**src/rtl/ulpi_link_pkg.sv**
```systemverilog
package ulpi_link_pkg;

  typedef enum logic [1:0] {
    BUS_PARALLEL = 2'd0,
    BUS_SER3     = 2'd1,
    BUS_SER6     = 2'd2
  } bus_mode_e;

  // Fixed lane positions used by both serial variants
  localparam int LANE_TXEN  = 0;
  localparam int LANE_TXDAT = 1;
  localparam int LANE_TXSE0 = 2;
  localparam int LANE_RXDP  = 4;
  localparam int LANE_RXDM  = 5;
  localparam int LANE_RXRCV = 6;
  localparam int SER_TX_TOP = 2;

  // Conflicting selections fall back to the parallel bus
  function automatic bus_mode_e decode_mode(input logic sel3, input logic sel6);
    if (sel3 && !sel6) return BUS_SER3;
    if (sel6 && !sel3) return BUS_SER6;
    return BUS_PARALLEL;
  endfunction

  // Whether the link wants lane idx in the given mode
  function automatic logic lane_claim(input bus_mode_e m, input int idx, input logic tx_en);
    case (m)
      BUS_SER6: return (idx <= SER_TX_TOP);
      BUS_SER3: return (idx <= SER_TX_TOP) && tx_en;
      default:  return 1'b1;
    endcase
  endfunction

  // Serial value placed on lane idx
  function automatic logic serial_lane_value(input int idx, input logic en,
                                             input logic dat, input logic se0);
    case (idx)
      LANE_TXEN:  return en;
      LANE_TXDAT: return dat;
      LANE_TXSE0: return se0;
      default:    return 1'b0;
    endcase
  endfunction

endpackage

```
**src/rtl/ulpi_turnaround.sv**
```systemverilog
module ulpi_turnaround (
  input  logic clk,
  input  logic rst_n,
  input  logic phy_dir,
  output logic dir_q,
  output logic drive_ok,
  output logic rx_window,
  output logic turn_in,
  output logic turn_out
);

  always_ff @(posedge clk or negedge rst_n) begin
    if (!rst_n) dir_q <= 1'b0;
    else        dir_q <= phy_dir;
  end

  // Release is immediate on DIR; re-drive waits for the registered copy
  assign drive_ok  = !phy_dir && !dir_q;
  assign rx_window =  phy_dir &&  dir_q;
  assign turn_in   =  phy_dir && !dir_q;
  assign turn_out  = !phy_dir &&  dir_q;

endmodule

```
**src/rtl/ulpi_drive_mux.sv**
```systemverilog
module ulpi_drive_mux
  import ulpi_link_pkg::*;
#(
  parameter int DATA_W = 8
) (
  input  bus_mode_e          mode,
  input  logic               drive_ok,
  input  logic               tx_valid,
  input  logic [DATA_W-1:0]  tx_data,
  input  logic               ser_tx_en,
  input  logic               ser_tx_dat,
  input  logic               ser_tx_se0,
  output logic [DATA_W-1:0]  bus_out,
  output logic [DATA_W-1:0]  bus_oe
);

  for (genvar b = 0; b < DATA_W; b++) begin : g_lane
    logic claim;
    logic value;
    always_comb begin
      claim = lane_claim(mode, b, ser_tx_en);
      if (mode == BUS_PARALLEL) value = tx_valid && tx_data[b];
      else                      value = serial_lane_value(b, ser_tx_en, ser_tx_dat, ser_tx_se0);
    end
    assign bus_oe[b]  = drive_ok && claim;
    assign bus_out[b] = bus_oe[b] && value;
  end

endmodule

```
**src/rtl/ulpi_rx_capture.sv**
```systemverilog
module ulpi_rx_capture
  import ulpi_link_pkg::*;
#(
  parameter int DATA_W = 8
) (
  input  logic               clk,
  input  logic               rst_n,
  input  bus_mode_e          mode,
  input  logic               rx_window,
  input  logic               ser_lines_free,
  input  logic [DATA_W-1:0]  bus_in,
  output logic [DATA_W-1:0]  rx_data,
  output logic               rx_valid,
  output logic               ser_rx_rcv,
  output logic               ser_rx_se0,
  output logic               ser_rx_dp,
  output logic               ser_rx_dm
);

  logic take_word;
  logic take_ser3;
  logic take_ser6;

  assign take_word = rx_window && (mode == BUS_PARALLEL);
  assign take_ser3 = ser_lines_free && (mode == BUS_SER3);
  assign take_ser6 = (mode == BUS_SER6);

  always_ff @(posedge clk or negedge rst_n) begin
    if (!rst_n) begin
      rx_data  <= '0;
      rx_valid <= 1'b0;
    end else begin
      rx_valid <= take_word;
      if (take_word) rx_data <= bus_in;
    end
  end

  always_ff @(posedge clk or negedge rst_n) begin
    if (!rst_n) begin
      ser_rx_rcv <= 1'b0;
      ser_rx_se0 <= 1'b0;
      ser_rx_dp  <= 1'b0;
      ser_rx_dm  <= 1'b0;
    end else if (take_ser3) begin
      ser_rx_rcv <= bus_in[LANE_TXDAT];
      ser_rx_se0 <= bus_in[LANE_TXSE0];
    end else if (take_ser6) begin
      ser_rx_rcv <= bus_in[LANE_RXRCV];
      ser_rx_dp  <= bus_in[LANE_RXDP];
      ser_rx_dm  <= bus_in[LANE_RXDM];
    end
  end

endmodule

```
**src/rtl/ulpi_link_bus.sv**
```systemverilog
module ulpi_link_bus
  import ulpi_link_pkg::*;
#(
  parameter int DATA_W = 8  // at least 8: serial lanes sit at fixed bits
) (
  input  logic               clk,
  input  logic               rst_n,
  input  logic               cfg_ser3,
  input  logic               cfg_ser6,
  input  logic               phy_dir,
  input  logic               tx_valid,
  input  logic [DATA_W-1:0]  tx_data,
  input  logic               ser_tx_en,
  input  logic               ser_tx_dat,
  input  logic               ser_tx_se0,
  input  logic [DATA_W-1:0]  bus_in,
  output logic [DATA_W-1:0]  bus_out,
  output logic [DATA_W-1:0]  bus_oe,
  output logic [DATA_W-1:0]  rx_data,
  output logic               rx_valid,
  output logic               ser_rx_rcv,
  output logic               ser_rx_se0,
  output logic               ser_rx_dp,
  output logic               ser_rx_dm
);

  bus_mode_e mode;
  logic      dir_q;
  logic      drive_ok;
  logic      rx_window;
  logic      turn_in;
  logic      turn_out;
  logic      ser_lines_free;

  assign mode           = decode_mode(cfg_ser3, cfg_ser6);
  assign ser_lines_free = !bus_oe[LANE_TXEN];

  ulpi_turnaround i_turn (
    .clk       (clk),
    .rst_n     (rst_n),
    .phy_dir   (phy_dir),
    .dir_q     (dir_q),
    .drive_ok  (drive_ok),
    .rx_window (rx_window),
    .turn_in   (turn_in),
    .turn_out  (turn_out)
  );

  ulpi_drive_mux #(.DATA_W(DATA_W)) i_mux (
    .mode       (mode),
    .drive_ok   (drive_ok),
    .tx_valid   (tx_valid),
    .tx_data    (tx_data),
    .ser_tx_en  (ser_tx_en),
    .ser_tx_dat (ser_tx_dat),
    .ser_tx_se0 (ser_tx_se0),
    .bus_out    (bus_out),
    .bus_oe     (bus_oe)
  );

  ulpi_rx_capture #(.DATA_W(DATA_W)) i_rx (
    .clk            (clk),
    .rst_n          (rst_n),
    .mode           (mode),
    .rx_window      (rx_window),
    .ser_lines_free (ser_lines_free),
    .bus_in         (bus_in),
    .rx_data        (rx_data),
    .rx_valid       (rx_valid),
    .ser_rx_rcv     (ser_rx_rcv),
    .ser_rx_se0     (ser_rx_se0),
    .ser_rx_dp      (ser_rx_dp),
    .ser_rx_dm      (ser_rx_dm)
  );

endmodule

```
**config.mk**
```make
export PLATFORM = sky130hd
export DESIGN_NAME = ulpi_link_bus
export DESIGN_NICKNAME = d
export VERILOG_FILES = /design/src/rtl/ulpi_link_pkg.sv /design/src/rtl/ulpi_turnaround.sv /design/src/rtl/ulpi_drive_mux.sv /design/src/rtl/ulpi_rx_capture.sv /design/src/rtl/ulpi_link_bus.sv
export SDC_FILE = /design/constraint.sdc
export NUM_CORES = 1
export LEC_CHECK = 0
export ABC_CLOCK_PERIOD_IN_PS = 1400
export BUFFER_PORTS_ARGS = -buffer_cell sky130_fd_sc_hd__buf_2
export CAP_MARGIN = 10
export CELL_PAD_IN_SITES_DETAIL_PLACEMENT = 0
export CELL_PAD_IN_SITES_GLOBAL_PLACEMENT = 2
export CORE_MARGIN = 3
export CORE_UTILIZATION = 22
export DETAILED_ROUTE_END_ITERATION = 6
export GPL_ROUTABILITY_DRIVEN = 0
export PLACE_DENSITY_LB_ADDON = 0.1
export SLEW_MARGIN = 40
export SYNTH_ARGS = -nofsm -noshare
export SYNTH_HDL_FRONTEND = slang
export SYNTH_SLANG_ARGS = --single-unit
```
**constraint.sdc**
```tcl
create_clock -name clk -period 1.4 [get_ports clk]
set_input_delay 0.21 -clock clk [delete_from_list [all_inputs] [get_ports clk]]
set_output_delay 0.21 -clock clk [all_outputs]
set_load 0.05 [all_outputs]
```
==> results by group <==
Timing
  • Remaining max-slew budget at the tightest pin: 0.777
  • Pins Over Slew Limit: 0
  • Pin slew with the least headroom to its limit: 0.334 ns
  • Final clock skew: 0.00191 ns
  • Setup repair after global routing missed its margin: true
  • Finish-stage setup viols: 16
  • Part of the cycle the worst path needs: 1.10
  • Final critical-path setup slack: -0.141 ns
  • Timing-limited maximum frequency: 0.649 GHz
  • Tmin final: 1.54 ns
  • Final hold violation count: 0

Hold path
  • Number of instances on the worst hold path: 1
  • End of the worst hold path: i_turn.dir_q
  • Hold path startpoint: phy_dir
  • Class of the tightest hold or removal check: in2reg

Placed design
  • Count of buffers from port buffering: 53
  • HPWL after detailed placement: roughly 1.5 mm

Cells and area
  • Utilization after layout: 0.396
  • # nets final: 144
  • Number of fillers in the final layout: 322
  • Layout cells sized above 1: 0.783
  • Area grow syn2layout: 68.5%
  • Multi-input logic area: 374 sq um
  • Storage element area: 350 sq um
  • Antenna diode count: 0

Floorplan
  • Starting Density: 0.235
  • I/O pin cnt: 54
  • Die Outline Area: 4070 sq um
  • Total core area: 3130 sq um
  • Number of rows in the core area: 20
  • Die extent in x: between 60 and 70 microns
  • Vert. Die Dim: 63.8 microns

Status
  • Result of the run: finished, violations left
  • Violated checks: setup timing

CTS
  • CTS sink count: 14
  • Buffer cell driving the clock tree root: sky130_fd_sc_hd__clkbuf_4
  • CTS tree: yes
  • Number of buffers on the longest clock path: 2
  • Total clock buffers created by CTS: 3
  • Deepest level of the CTS H-tree: 1
  • Clock slew at the register clock pins of the worst setup and hold paths: about 0.080 ns
  • Clock insertion delay at the later pin of the skew report: around 0.27 ns

Detailed routing
  • Via total after detailed routing: about 640
  • Number of iterations in the first detailed-routing pass: 2
  • Final wirelength: 1.83 mm
  • DR DRC count: 0
  • Detail Route Antenna Nets: 0
  • Routed length per instance: 11.5 microns
  • Vias per cell: between 4 and 5
  • Violation count after the first detailed-routing iteration: 6

Pwr
  • Total leakage power: between 0.6 and 0.7 nW
  • Total power divided by cell area: 1140 nW/um^2
  • Maximum ir drop on the vdd rail: 0.811 mV
  • Power consumption: 1.41 mW

Critical path
  • CP max FO: 6
  • Reg-to-reg setup timing slack: 0.18 ns
  • Data arrival time of the critical path: between 1 and 1.5 ns
  • Req. time, crit path: 1.19 ns
  • Origin of the worst setup path: i_turn.dir_q
  • Terminus of the critical flop-to-flop path: i_rx.ser_rx_se0
  • Worst Setup Start Kind: flip-flop
  • Type of destination of the critical path: primary output
  • CP Class: reg2out
  • Worst R2R Path Depth: 4
  • Origin of the critical flop-to-flop path: i_turn.dir_q

Synth
  • Top post-synthesis cells by area: sky130_fd_sc_hd__dfrtp_1 48%, sky130_fd_sc_hd__mux2_2 15%, sky130_fd_sc_hd__buf_4 6.1%
  • Synth Net Count: 87
  • Post-synth top area share: 0.477
  • Seq cells post-synth: 14
  • Yosys warning total: 0
  • Post-synth top area cell: sky130_fd_sc_hd__dfrtp_1
  • Average cell area after synthesis: 12.2 sq um
  • Sequential area share after synthesis: 0.477
  • Post-synthesis instance area: 734 sq um
  • Cells after Synth: 60
  • Number of distinct standard cells referenced by the synthesized netlist: 16

Job
  • Max capacitance violation total: 0

GRT
  • Total track usage: 0.0973
  • Global-route wire length before repair: 3.13 mm
  • Number of antenna violations at the first check in global routing: 0
  • Vias in the first global route: 698
  • Total overflow reported by the global router: 0
  • Maximum number of pins on one net before global-route repair: 15
==> state kept, by name, indices dropped and copies added (netlist names) <==
| name | flops |
|---|---|
| i_rx.ser_rx_dm | 1 |
| i_rx.ser_rx_dp | 1 |
| i_rx.ser_rx_se0 | 1 |
| i_rx.rx_valid | 1 |
| i_turn.dir_q | 1 |
| i_rx.rx_data | 8 |
| i_rx.ser_rx_rcv | 1 |
==> cell type report <==
type / count / share of cell area
timing repair buffer: 59 / 0.337
multi-input combinational: 34 / 0.302
sequential: 14 / 0.283
tap: 44 / 0.0445
clock buffer: 3 / 0.0182
inverter: 5 / 0.0152
==> cells by family after synthesis <==
group	after synthesis	synth area share
AOI/OAI and AO/OA	5	0.0392
DFF	14	0.477
muxes	13	0.215
adders and majority gates	2	0.0341
and+or+nand+nor	14	0.133
buffers and inverters	12	0.102
==> report_power, final <==
part	leakage, nW	switching (mW)	internal [mW]
combinational	0.436	0.459	0.220
sequential	0.167	0.0363	0.480
clock	0.0138	0.116	0.0996
==> critical path: stages (launching register included) <==
cell                      delay (ns)
sky130_fd_sc_hd__dfrtp_1        0.41
sky130_fd_sc_hd__nor2_4         0.12
sky130_fd_sc_hd__and2_4         0.19
sky130_fd_sc_hd__and3_4         0.19
sky130_fd_sc_hd__buf_8          0.14
==> worst max-delay path by stage <==
stage / to / slack (ns) / cells past startpoint
3_3_place_gp: bus_out[5] / -0.05 / 6
3_5_place_dp: bus_out[5] / -0.05 / 6
2_1_floorplan: bus_out[1] / -0.01 / 5
5_1_grt: bus_out[7] / -0.22 / 4
4_1_cts: bus_out[5] / -0.14 / 4
6_report: bus_out[5] / -0.14 / 4
==> placed cells by master (no fill, tap or decap), drive strengths merged <==
cell	synthesis	routed
a21oi	4	4
and2	1	1
and3	5	5
buf	7	58
clkbuf	0	3
dfrtp	14	14
dlygate4sd3	0	1
ha	2	2
inv	5	5
mux2	13	13
nand2b	3	3
nand3	4	4
nor2	1	1
o21ai	1	1
==> cell usage after synthesis <==
master	n
sky130_fd_sc_hd__mux2_4	3
sky130_fd_sc_hd__o21ai_0	1
sky130_fd_sc_hd__a21oi_2	1
sky130_fd_sc_hd__dfrtp_1	14
sky130_fd_sc_hd__ha_1	2
sky130_fd_sc_hd__inv_1	5
sky130_fd_sc_hd__and3_1	5
sky130_fd_sc_hd__nand2b_1	3
sky130_fd_sc_hd__nand3_4	1
sky130_fd_sc_hd__nor2_2	1
sky130_fd_sc_hd__mux2_2	10
sky130_fd_sc_hd__buf_6	1
sky130_fd_sc_hd__and2_4	1
sky130_fd_sc_hd__a21oi_1	3
sky130_fd_sc_hd__buf_4	6
sky130_fd_sc_hd__nand3_1	3
==> metrics by stage <==
stage / setup TNS, ns / setup WS (ns) / area (sq um) / hold slack, ns / std cells
global route: -2.88 / -0.225 / 1240 / 0.108 / 159
finish: -1.58 / -0.141 / 1240 / 0.121 / 159
floorplan: -0.0266 / -0.0120 / 795 / -0.0856 / 60
CTS: -1.71 / -0.144 / 1230 / 0.108 / 159
detailed placement: -0.240 / -0.0498 / 1090 / 0.124 / 154
global placement: -0.218 / -0.0456 / 1090 / 0.128 / 154
==> metal layers <==
layer | up-vias | GRT usage | wire [microns]
met4 | 0 | 0.0243 | 12
met2 | 32 | 0.174 | 958
li1 | 308 | - | -
met3 | 2 | 0.0439 | 188
met1 | 295 | 0.103 | 666
met5 | - | 0 | 0
==> what timing repair did <==
item,in CTS,in global routing
pin swaps,7,2
endpoints found under the hold margin,14,0
hold buffers,1,0
buffers inserted,1,0
setup endpoints to repair,16,16
resized for setup,33,1
(Power assumes the default switching activity.)
